**src/rtl/lui_pkg.sv**
```systemverilog
package lui_pkg;
  typedef enum logic [1:0] {
    LD_WORD = 2'b00,
    LD_SUB  = 2'b01,
    LD_PC   = 2'b10,
    LD_RSV  = 2'b11
  } ld_kind_e;
endpackage

```
**src/rtl/lui_stage_match.sv**
```systemverilog
module lui_stage_match
  import lui_pkg::*;
#(
  parameter int unsigned N_SRC = 3,
  parameter int unsigned REG_W = 4,
  parameter bit          NEAR  = 1'b1  // 1: stage right behind Decode
) (
  input  logic                   dec_valid_i,
  input  logic [N_SRC*REG_W-1:0] src_i,
  input  logic [N_SRC-1:0]       src_en_i,
  input  logic                   valid_i,
  input  logic                   load_i,
  input  logic [1:0]             kind_i,
  input  logic [REG_W-1:0]       rd_i,
  output logic [1:0]             pen_o
);
  logic [N_SRC-1:0] hit;

  for (genvar s = 0; s < N_SRC; s++) begin : g_src
    assign hit[s] = src_en_i[s] && (src_i[s*REG_W +: REG_W] == rd_i);
  end

  logic conflict, slow;
  assign conflict = dec_valid_i && valid_i && load_i && (|hit) &&
                    (ld_kind_e'(kind_i) != LD_PC);
  assign slow     = (ld_kind_e'(kind_i) != LD_WORD);

  always_comb begin
    pen_o = 2'd0;
    if (conflict) begin
      if (NEAR) pen_o = slow ? 2'd2 : 2'd1;
      else      pen_o = slow ? 2'd1 : 2'd0;
    end
  end
endmodule

```
**src/rtl/lui_pc_hold.sv**
```systemverilog
module lui_pc_hold #(
  parameter int unsigned PC_EXE_CYC = 5
) (
  input  logic clk_i,
  input  logic rst_ni,
  input  logic flush_i,
  input  logic pc_in_e_i,
  output logic hold_o
);
  localparam int unsigned CNT_W = (PC_EXE_CYC > 2) ? $clog2(PC_EXE_CYC) : 1;
  localparam logic [CNT_W-1:0] LAST = CNT_W'(PC_EXE_CYC - 1);

  logic [CNT_W-1:0] cnt_q;

  assign hold_o = pc_in_e_i && !flush_i && (cnt_q < LAST);

  always_ff @(posedge clk_i or negedge rst_ni) begin
    if (!rst_ni)      cnt_q <= '0;
    else if (flush_i) cnt_q <= '0;
    else if (hold_o)  cnt_q <= cnt_q + 1'b1;
    else              cnt_q <= '0;
  end

  assert_cnt_limit_R7: assert property (@(posedge clk_i) disable iff (!rst_ni)
    cnt_q <= LAST);
  assert_hold_needs_pc_R7: assert property (@(posedge clk_i) disable iff (!rst_ni)
    hold_o |-> pc_in_e_i);
  assert_flush_restart_R9: assert property (@(posedge clk_i) disable iff (!rst_ni)
    flush_i |=> (cnt_q == '0));
endmodule

```
**src/rtl/load_use_interlock.sv**
```systemverilog
module load_use_interlock
  import lui_pkg::*;
#(
  parameter int unsigned N_SRC      = 3,
  parameter int unsigned REG_W      = 4,
  parameter int unsigned PC_EXE_CYC = 5
) (
  input  logic                   clk_i,
  input  logic                   rst_ni,
  input  logic                   flush_i,
  input  logic                   ex_valid_i,
  input  logic                   ex_load_i,
  input  logic [1:0]             ex_kind_i,
  input  logic [REG_W-1:0]       ex_rd_i,
  input  logic                   mem_valid_i,
  input  logic                   mem_load_i,
  input  logic [1:0]             mem_kind_i,
  input  logic [REG_W-1:0]       mem_rd_i,
  input  logic                   dec_valid_i,
  input  logic [N_SRC*REG_W-1:0] dec_src_i,
  input  logic [N_SRC-1:0]       dec_src_en_i,
  output logic                   stall_o,
  output logic                   bubble_o,
  output logic                   exe_hold_o,
  output logic [1:0]             stall_len_o
);
  logic [1:0] pen_ex, pen_mem, pen_max;
  logic       pc_in_e;

  lui_stage_match #(.N_SRC(N_SRC), .REG_W(REG_W), .NEAR(1'b1)) i_match_ex (
    .dec_valid_i(dec_valid_i), .src_i(dec_src_i), .src_en_i(dec_src_en_i),
    .valid_i(ex_valid_i), .load_i(ex_load_i), .kind_i(ex_kind_i),
    .rd_i(ex_rd_i), .pen_o(pen_ex)
  );

  lui_stage_match #(.N_SRC(N_SRC), .REG_W(REG_W), .NEAR(1'b0)) i_match_mem (
    .dec_valid_i(dec_valid_i), .src_i(dec_src_i), .src_en_i(dec_src_en_i),
    .valid_i(mem_valid_i), .load_i(mem_load_i), .kind_i(mem_kind_i),
    .rd_i(mem_rd_i), .pen_o(pen_mem)
  );

  assign pc_in_e = ex_valid_i && ex_load_i && (ld_kind_e'(ex_kind_i) == LD_PC);

  lui_pc_hold #(.PC_EXE_CYC(PC_EXE_CYC)) i_pc_hold (
    .clk_i(clk_i), .rst_ni(rst_ni), .flush_i(flush_i),
    .pc_in_e_i(pc_in_e), .hold_o(exe_hold_o)
  );

  // worst case over in-flight loads, never the sum
  assign pen_max     = (pen_ex > pen_mem) ? pen_ex : pen_mem;
  assign stall_len_o = flush_i ? 2'd0 : pen_max;
  assign stall_o     = !flush_i && ((pen_max != 2'd0) || exe_hold_o);
  assign bubble_o    = !flush_i && !exe_hold_o && (pen_max != 2'd0);

  assert_bubble_stall_R6: assert property (@(posedge clk_i) disable iff (!rst_ni)
    bubble_o |-> stall_o);
  assert_hold_no_bubble_R7: assert property (@(posedge clk_i) disable iff (!rst_ni)
    exe_hold_o |-> (stall_o && !bubble_o));
  assert_flush_quiet_R9: assert property (@(posedge clk_i) disable iff (!rst_ni)
    flush_i |-> (!stall_o && !bubble_o && !exe_hold_o && stall_len_o == 2'd0));
  assert_len_range_R3: assert property (@(posedge clk_i) disable iff (!rst_ni)
    stall_len_o <= 2'd2);
  assert_mem_word_free_R2: assert property (@(posedge clk_i) disable iff (!rst_ni)
    (!ex_valid_i && mem_kind_i == 2'b00) |-> (stall_len_o == 2'd0));
endmodule

```
**config.mk**
```make
export PLATFORM = sky130hd
export DESIGN_NAME = load_use_interlock
export DESIGN_NICKNAME = d
export VERILOG_FILES = /design/src/rtl/lui_pkg.sv /design/src/rtl/lui_stage_match.sv /design/src/rtl/lui_pc_hold.sv /design/src/rtl/load_use_interlock.sv
export SDC_FILE = /design/constraint.sdc
export NUM_CORES = 1
export LEC_CHECK = 0
export BUFFER_PORTS_ARGS = -buffer_cell sky130_fd_sc_hd__buf_2
export CAP_MARGIN = 25
export CORE_UTILIZATION = 37
export CTS_CLUSTER_DIAMETER = 50
export DETAILED_ROUTE_END_ITERATION = 12
export PLACE_DENSITY_LB_ADDON = 0.1
export RECOVER_POWER = 25
export SLEW_MARGIN = 10
export SYNTH_ARGS = -nofsm -noshare
export SYNTH_HDL_FRONTEND = slang
export SYNTH_SLANG_ARGS = --single-unit
```
**constraint.sdc**
```tcl
create_clock -name clk_i -period 1.6 [get_ports clk_i]
set_input_delay 0.32 -clock clk_i [delete_from_list [all_inputs] [get_ports clk_i]]
set_output_delay 0.32 -clock clk_i [all_outputs]
set_load 0.02 [all_outputs]
```
Word-level counts from Yosys, hierarchy flattened
Index checks and enable logic that the tools add are counted.
{"block": "word_totals", "ff_bits": 3, "in_bits": 35}
{"block": "classes", "n_reduce_logical": 29, "addsub": 1, "n_lt_le_gt_ge": 2, "muxes": 8, "eq_ne": 9}
{"cell": "== test 4 bit", "count": 6}
{"cell": "logical AND 1 bit", "count": 21}
{"cell": "two-way mux 2 bit", "count": 5}
{"cell": "two-way mux 3 bit", "count": 2}
{"cell": "nonzero test 2 bit", "count": 3}
{"cell": "OR reduction 3 bit", "count": 2}
{"cell": "inequality test 2 bit (second input constant)", "count": 2}
{"cell": "adder 3 x 1 -> 3 bit (second input constant)", "count": 1}
{"cell": "< comparator 3 bit (second input constant)", "count": 1}
{"cell": "== test 2 bit (second input constant)", "count": 1}
{"cell": "> comparator 2 bit", "count": 1}
{"cell": "logical NOT 1 bit", "count": 2}
{"cell": "logical OR 1 bit", "count": 1}
{"cell": "two-way mux 1 bit", "count": 1}

Logic depth before layout (Yosys ltp)
Gate-level depths: netlist of the first run.
{"block": "depth", "ltp_word": 11, "mapped_depth": 5, "depth_no_buf": 5}

Cells and area by module
Synthesis of the first run repeated with hierarchy kept, for this count alone.
{"block": "hier_totals", "hier_cells": 68, "hier_area_um2": 585.6}
{"mod": "lui_stage_match at i_match_mem", "seq_area_each_um2": 0.0, "n_inst": 1, "area_per_inst_um2": 163.9, "cells_per_inst": 22}
{"mod": "lui_stage_match at i_match_ex", "seq_area_each_um2": 0.0, "n_inst": 1, "area_per_inst_um2": 162.7, "cells_per_inst": 22}
{"mod": "lui_pc_hold", "seq_area_each_um2": 75.1, "n_inst": 1, "area_per_inst_um2": 135.1, "cells_per_inst": 8}
{"mod": "load_use_interlock", "seq_area_each_um2": 0.0, "n_inst": 1, "area_per_inst_um2": 123.9, "cells_per_inst": 16}

Worst setup path after synthesis of the first run
No wires, ideal clock.
{"block": "synth_timing", "path_type": "input port to output port", "from": "in ex_load_i", "to": "out bubble_o", "n_path_buf": 0, "stages": 5, "arrival_time_ns": 1.514, "setup_slack_ns": -0.234, "path_cell_list": "and3_1 nand3_1 nor3_1 o21ai_0 a211oi_1"}
{"block": "synth_between", "elab_chain_len": 8, "elab_cells_between_ends": 14, "classes_between": "order compare: 1; mux: 2; reduce/logical: 11"}
{"item": "start: declaration", "line": "load_use_interlock.sv:12", "source": "input logic ex_load_i,"}
{"item": "logical AND 1 bit (3 in series)", "line": "lui_stage_match.sv:24", "source": "assign conflict = dec_valid_i && valid_i && load_i && (|hit) &&"}
{"item": "two-way mux 2 bit", "line": "lui_stage_match.sv:30", "source": "if (conflict) begin"}
{"item": "> comparator 2 bit", "line": "load_use_interlock.sv:50", "source": "assign pen_max = (pen_ex > pen_mem) ? pen_ex : pen_mem;"}
{"item": "two-way mux 2 bit", "line": "load_use_interlock.sv:50"}
{"item": "nonzero test 2 bit", "line": "load_use_interlock.sv:53", "source": "assign bubble_o = !flush_i && !exe_hold_o && (pen_max != 2'd0);"}
{"item": "logical AND 1 bit (*)", "line": "load_use_interlock.sv:53"}
{"item": "end: declaration", "line": "load_use_interlock.sv:23", "source": "output logic bubble_o,"}
Mark *: on every way between the ends. The rest lies on a longest branch, timed or not.

Worst setup path after layout of the first run
{"block": "layout_timing", "from": "in dec_src_i[8]", "to": "out stall_len_o[0]"}
{"block": "layout_between", "elab_chain_len": 9, "elab_cells_between_ends": 15, "classes_between": "order compare: 1; eq/ne: 2; mux: 4; reduce/logical: 8"}
{"item": "start: declaration", "line": "load_use_interlock.sv:20", "source": "input logic [N_SRC*REG_W-1:0] dec_src_i,"}
{"item": "== test 4 bit", "line": "lui_stage_match.sv:20", "source": "assign hit[s] = src_en_i[s] && (src_i[s*REG_W +: REG_W] == rd_i);"}
{"item": "logical AND 1 bit", "line": "lui_stage_match.sv:20"}
{"item": "OR reduction 3 bit", "line": "lui_stage_match.sv:24"}
{"item": "logical AND 1 bit (2 in series)", "line": "lui_stage_match.sv:24"}
{"item": "two-way mux 2 bit", "line": "lui_stage_match.sv:30"}
{"item": "> comparator 2 bit", "line": "load_use_interlock.sv:50"}
{"item": "two-way mux 2 bit (*)", "line": "load_use_interlock.sv:50"}
{"item": "two-way mux 2 bit (*)", "line": "load_use_interlock.sv:51", "source": "assign stall_len_o = flush_i ? 2'd0 : pen_max;"}
{"item": "end: declaration", "line": "load_use_interlock.sv:25", "source": "output logic [1:0] stall_len_o"}
Marked as above.

==> flow_metrics.py, run 1 <==
metrics = {
    "placed_design": {
        "io_buffers": 38,
        "hpwl_mm": 1.22,
        "gp_congestion": 0.893,
        "dpl-instance-area_um2": 792,
        "dp_slack_ns": -0.267,
    },
    "routing": {
        "remaining_drc_errors": 0,
        "wire_per_inst_um": 14.2,
        "viasPerCell": 5.14,
        "drtPass1Iterations": 4,
        "ant_nets": 0,
        "drtIter0Drc": 9,
        "vias": 663,
        "wirelength_mm": 1.84,
    },
    "timing": {
        "period_minus_slack_ns": 1.82,
        "worst_pin_slew_ns": 0.280,
        "fmax_mhz": 549,
        "hold_violations": 0,
        "timing.final.crit_share_pct": 114,
        "tns_ns": -0.753,
        "fin_ws_ns": -0.223,
        "skew_ns": 0.00262,
        "maxSlewViolCount": 0,
        "slew_headroom_pct": 81.3,
        "setup_violations": 4,
        "rsz0062_at_grt": "yes",
    },
    "clock_tree": {
        "cts_tree": "done",
        "clk_pin_slew_ns": 0.04,
        "clock_sinks": 3,
        "htreeDepth": 1,
        "clock_latency_ns": 0.24,
        "cts_made_buffers": 3,
        "cts_buffer_depth": 2,
        "cts_root_buffer": "clkbuf_4",
    },
    "pwr": {
        "totalPowerFinal_mw": 0.431,
        "power_leakage_nw": 0.472,
        "pwr_density_cell_mw_per_mm2": 420,
        "peakVddDrop_v": 0.000368,
    },
    "critical_path": {
        "r2r_slack_ns": 0.40,
        "critPathBufInv": 3,
        "path_max_fanout": 3,
        "start_kind": "primary input",
        "r2r-start": "i_pc_hold.cnt_q[2]$_DFF_PN0_",
        "critPathRequiredTime_ns": 1.28,
        "critPathCaptureType": "output port",
        "crit_family": "simple AND/OR/NAND/NOR gates",
        "path_class": "in -> out",
        "crit_top_cell": "buf_6",
        "path_cells": "buf_6 > buf_4 > xnor2_2 > nand4_1 > nor2_2 > nor3_4 > a221oi_4 > buf_6",
        "rr_worst_depth": 6,
        "critPathSlowestCell": "a221oi_4",
        "critPathMaxStageDelay_ns": 0.26,
        "critPathLaunch": "dec_src_i[8]",
        "r2r-end": "i_pc_hold.cnt_q[2]$_DFF_PN0_",
        "cp.arrival_ns": 1.50,
    },
    "cells_and_area": {
        "largest_reg_flops": 3,
        "drive_above_1_share_pct": 63.5,
        "area_delta_synth_final_pct": 109,
        "largest_register": "i_pc_hold.cnt_q",
        "antenna_cells": 0,
        "fin_nets": 152,
        "fin_util_pct": 87.7,
        "reg_top3": "i_pc_hold.cnt_q x3",
        "final_area_mm2": 0.00103,
    },
    "synthesis": {
        "synth_edf_count": 0,
        "async_flop_share_pct": 100,
        "synth_nets": 98,
        "synth.cell_area_um2": 492,
        "syn_area_per_cell_um2": 7.93,
        "synth_ff_type": "dfrtp_1",
        "ys_seq_area_share_pct": 15.3,
        "yosysUniqueCellTypes": 22,
        "ys_ff_latch": 3,
        "syn_inst": 62,
        "yosysWarnings": 0,
    },
    "floorplan": {
        "dieArea_mm2": 0.00148,
        "die_y_um": 38.5,
        "start_util_pct": 42.0,
        "coreArea_mm2": 0.00117,
        "io_pins": 40,
        "row_count": 12,
        "die_width_um": 38.5,
    },
    "global_route": {
        "grt_overflow": 0,
        "grt_first_pass_wirelength_mm": 2.68,
        "grt_max_degree": 5,
        "grt_use_total_pct": 26.8,
        "grt_pass1_vias": 653,
        "antenna_found_initial": 0,
    },
    "status": {
        "violations": "setup timing",
        "outcome": "finished, violations left",
    },
    "job": {
        "drv_cap": 0,
    },
    "worst_hold_path": {
        "hp-class": "in -> async",
    },
}
-- cell families (layout without fill, tap and decap cells) --
| group | count (synthesis) | after routing | synth area share [%] |
|---|---|---|---|
| DFF | 3 | 3 | 15.3 |
| AOI/OAI and AO/OA | 6 | 6 | 9.67 |
| and+or+nand+nor | 27 | 27 | 29.0 |
| buffers and inverters | 1 | 54 | 0.763 |
| xor gates and xnor gates | 24 | 24 | 42.7 |
| adders and majority gates | 1 | 1 | 2.54 |
-- stage by stage --
stage               instances  hold slack [ns]
finish                    129            0.418
global route              129            0.454
CTS                       127            0.395
detailed placement        122            0.117
global placement          122            0.119
floorplan                  62           0.0244
-- what timing repair did --
action,CTS,global route
pin swaps,12,8
gates resized for setup,29,11
endpoints found under the setup margin,4,5
setup buffers,0,2
hold buffers,1,0
endpoints found under the hold margin,3,0
-- placed cells by master (no fill, tap or decap), types with 3 or more instances in the layout --
| cell | n |
|---|---|
| nand2_1 | 6 |
| xnor2_2 | 7 |
| buf_6 | 9 |
| dfrtp_1 | 3 |
| nand4_1 | 5 |
| buf_2 | 26 |
| xnor2_1 | 15 |
| nor2_2 | 3 |
| buf_4 | 11 |
| clkbuf_4 | 3 |
-- cell usage after synthesis, types with 2 or more instances --
| cell | count | area share [%] |
|---|---|---|
| nand4_1 | 5 | 6.4 |
| nor3_1 | 3 | 3.1 |
| nand3_1 | 2 | 2.0 |
| dfrtp_1 | 3 | 15 |
| nor2_1 | 4 | 3.1 |
| nand2_1 | 6 | 4.6 |
| xnor2_1 | 23 | 41 |
| and2_1 | 2 | 2.5 |
-- routing by layer --
metal  global-route usage [%]  vias up  wire, um
met2                     46.6       28       977
li1                         -      325         -
met1                     31.0      307       749
met4                     11.2        0        21
met5                        0        -         0
met3                     6.40        3        86
-- worst reg2reg max path: stages (launching register included) --
cell and delay (ns):
dfrtp_1 0.36, nor3_1 0.16, nand3_1 0.17, inv_2 0.12, buf_4 0.12, buf_4 0.10, and2_1 0.12
-- power breakdown --
group | total, mW | switching, mW | internal, mW
Clock | 0.141 | 0.0472 | 0.0940
Sequential | 0.0769 | 0.000232 | 0.0767
Combinational | 0.213 | 0.0920 | 0.121
Total | 0.431 | 0.139 | 0.292
-- worst max path at each step --
| stage | slack (ns) | endpoint | depth (start not counted) |
|---|---|---|---|
| after global routing | -0.27 | stall_len_o[0] | 8 |
| after floorplan | 0.003 | stall_len_o[0] | 5 |
| final | -0.22 | stall_len_o[0] | 8 |
| after detailed placement | -0.27 | stall_len_o[0] | 7 |
| after CTS | -0.20 | stall_len_o[0] | 7 |
| after global placement | -0.26 | stall_len_o[0] | 7 |
-- area by class of cell --
type | count | area (um2)
Clock buffer | 4 | 26.3
Fill cell | 62 | 144
Inverter | 1 | 3.75
Multi-Input combinational cell | 58 | 562
Sequential cell | 3 | 75.1
Tap cell | 14 | 17.5
Timing Repair Buffer | 49 | 343
Note: power is estimated with default switching activity, not from simulation.
==> inputs of run 2 (changes only) <==
--- a/config.mk
+++ b/config.mk
@@ -10,6 +10,7 @@
 export CORE_UTILIZATION = 37
 export CTS_CLUSTER_DIAMETER = 50
 export DETAILED_ROUTE_END_ITERATION = 12
+export GPL_TIMING_DRIVEN = 0
 export PLACE_DENSITY_LB_ADDON = 0.1
 export RECOVER_POWER = 25
 export SLEW_MARGIN = 10
==> run 2 against run 1 <==
  * The run still ends with setup timing left
  * Combinational power down 10%
  * Critical path depth fell by 1
  * Setup slack better by 0.023 ns
  * Total power down 7.9%
  * Via count decreased by 10%
  * Clock power decreased by 9%
  * Final area shrank 7.3%
  * Critical path type unchanged
==> flow_metrics.py, run 2 (synthesis results as in run 1) <==
metrics = {
    "cells_and_area": {
        "layout_common_cells": "buf_2 (25), xnor2_1 (15), xnor2_2 (8), nand2_1 (6)",
        "largest_register": "i_pc_hold.cnt_q",
        "drive_above_1_share_pct": 61.0,
        "largest_reg_flops": 3,
        "reg_top3": "i_pc_hold.cnt_q x3",
        "final_common_cell": "buf_2",
        "antenna_cells": 0,
        "fin_util_pct": 81.3,
        "area_delta_synth_final_pct": 93.6,
        "fin_nets": 142,
    },
    "floorplan": {
        "die_width_um": 38.5,
        "coreArea_mm2": 0.00117,
        "io_pins": 40,
        "dieArea_mm2": 0.00148,
        "row_count": 12,
        "start_util_pct": 42.0,
        "die_y_um": 38.5,
    },
    "global_route": {
        "grt_pass1_vias": 553,
        "antenna_found_initial": 0,
        "grt_use_total_pct": 22.9,
        "grt_overflow": 0,
        "grt_max_degree": 6,
        "grt_first_pass_wirelength_mm": 2.35,
    },
    "placed_design": {
        "hpwl_mm": 1.21,
        "io_buffers": 38,
        "gp_congestion": 0.892,
    },
    "timing": {
        "period_minus_slack_ns": 1.80,
        "timing.final.crit_share_pct": 112,
        "fmax_mhz": 556,
        "tns_ns": -0.547,
        "rsz0062_at_grt": "yes",
        "setup_violations": 4,
        "skew_ns": 0.00215,
        "maxSlewViolCount": 0,
        "hold_violations": 0,
        "slew_headroom_pct": 81.3,
        "fin_ws_ns": -0.200,
        "worst_pin_slew_ns": 0.280,
    },
    "pwr": {
        "power_leakage_nw": 0.426,
        "pwr_density_cell_mw_per_mm2": 417,
        "peakVddDrop_v": 0.000516,
    },
    "clock_tree": {
        "cts_tree": "done",
        "htreeDepth": 1,
        "clk_pin_slew_ns": 0.03,
        "cts_buffer_depth": 2,
        "cts_made_buffers": 3,
        "clock_sinks": 3,
        "cts_root_buffer": "clkbuf_4",
        "clock_latency_ns": 0.23,
    },
    "routing": {
        "ant_nets": 0,
        "viasPerCell": 5.00,
        "drtIter0Drc": 11,
        "wire_per_inst_um": 12.2,
        "drtPass1Iterations": 4,
        "vias": 595,
        "remaining_drc_errors": 0,
        "wirelength_mm": 1.45,
    },
    "critical_path": {
        "start_kind": "primary input",
        "critPathRequiredTime_ns": 1.28,
        "path_class": "in -> out",
        "path_max_fanout": 3,
        "critPathCaptureType": "output port",
        "cp.arrival_ns": 1.48,
    },
    "status": {
        "violations": "setup timing",
        "outcome": "finished, violations left",
    },
    "job": {
        "drv_cap": 0,
    },
    "worst_hold_path": {
        "hp-class": "in -> async",
    },
}
-- run 2: final timing paths --
path / startpoint / slack [ns] / depth (start not counted) / to
min: rst_ni / 0.43 / 2 / i_pc_hold.cnt_q[2]$_DFF_PN0_
min reg2reg: i_pc_hold.cnt_q[0]$_DFF_PN0_ / 0.44 / 1 / i_pc_hold.cnt_q[0]$_DFF_PN0_
max in group asynchronous: rst_ni / 1.00 / 2 / i_pc_hold.cnt_q[0]$_DFF_PN0_
min in group clk_i: i_pc_hold.cnt_q[0]$_DFF_PN0_ / 0.44 / 1 / i_pc_hold.cnt_q[0]$_DFF_PN0_
max reg2reg: i_pc_hold.cnt_q[2]$_DFF_PN0_ / 0.61 / 4 / i_pc_hold.cnt_q[1]$_DFF_PN0_
max: ex_load_i / -0.20 / 7 / stall_len_o[0]
-- run 2: worst max-delay path: stages --
cell and delay [ns]:
buf_2 0.10, and3_4 0.18, nand2_1 0.07, o22ai_2 0.11, or2_4 0.26, a221oi_4 0.28, buf_6 0.15
-- run 2: report_power, final --
group | internal [mW] | switching, mW
clock | 0.0932 | 0.0354
combinational | 0.107 | 0.0839
sequential | 0.0768 | 0.000222
-- run 2: area by class of cell --
cell class	instances	area (um2)
clock buffer	4	26.3
fill	77	219
inverter	1	3.75
multi-input combinational	58	559
sequential	3	75.1
tap	14	17.5
timing repair buffer	39	270
-- run 2: timing repair --
action | CTS | global route
gates resized for setup | 35 | 8
pin swaps | 14 | 9
setup endpoints to repair | 5 | 5
buffers inserted | 1 | 0
hold buffers | 1 | 0
hold endpoints to repair | 3 | 0
cloned | 0 | 0
-- run 2: layer usage --
layer	up-vias	GRT usage, %	part of all wire (%)
met5	-	0	0
met4	0	0	0
met3	0	5.23	4.4
met2	20	41.5	52
met1	273	29.3	43
li1	302	-	-
-- run 2: metrics by stage --
stage                     hold slack, ns  instances  total power, mW  cell area, um2  worst slack (ns)
after floorplan                   0.0244         62            0.148             524           0.00296
after global placement             0.119        114            0.221             732            -0.278
after detailed placement           0.122        114            0.224             732            -0.297
after CTS                          0.414        120            0.394             925            -0.216
after global routing               0.450        119            0.420             952            -0.271
final                              0.432        119            0.397             952            -0.200
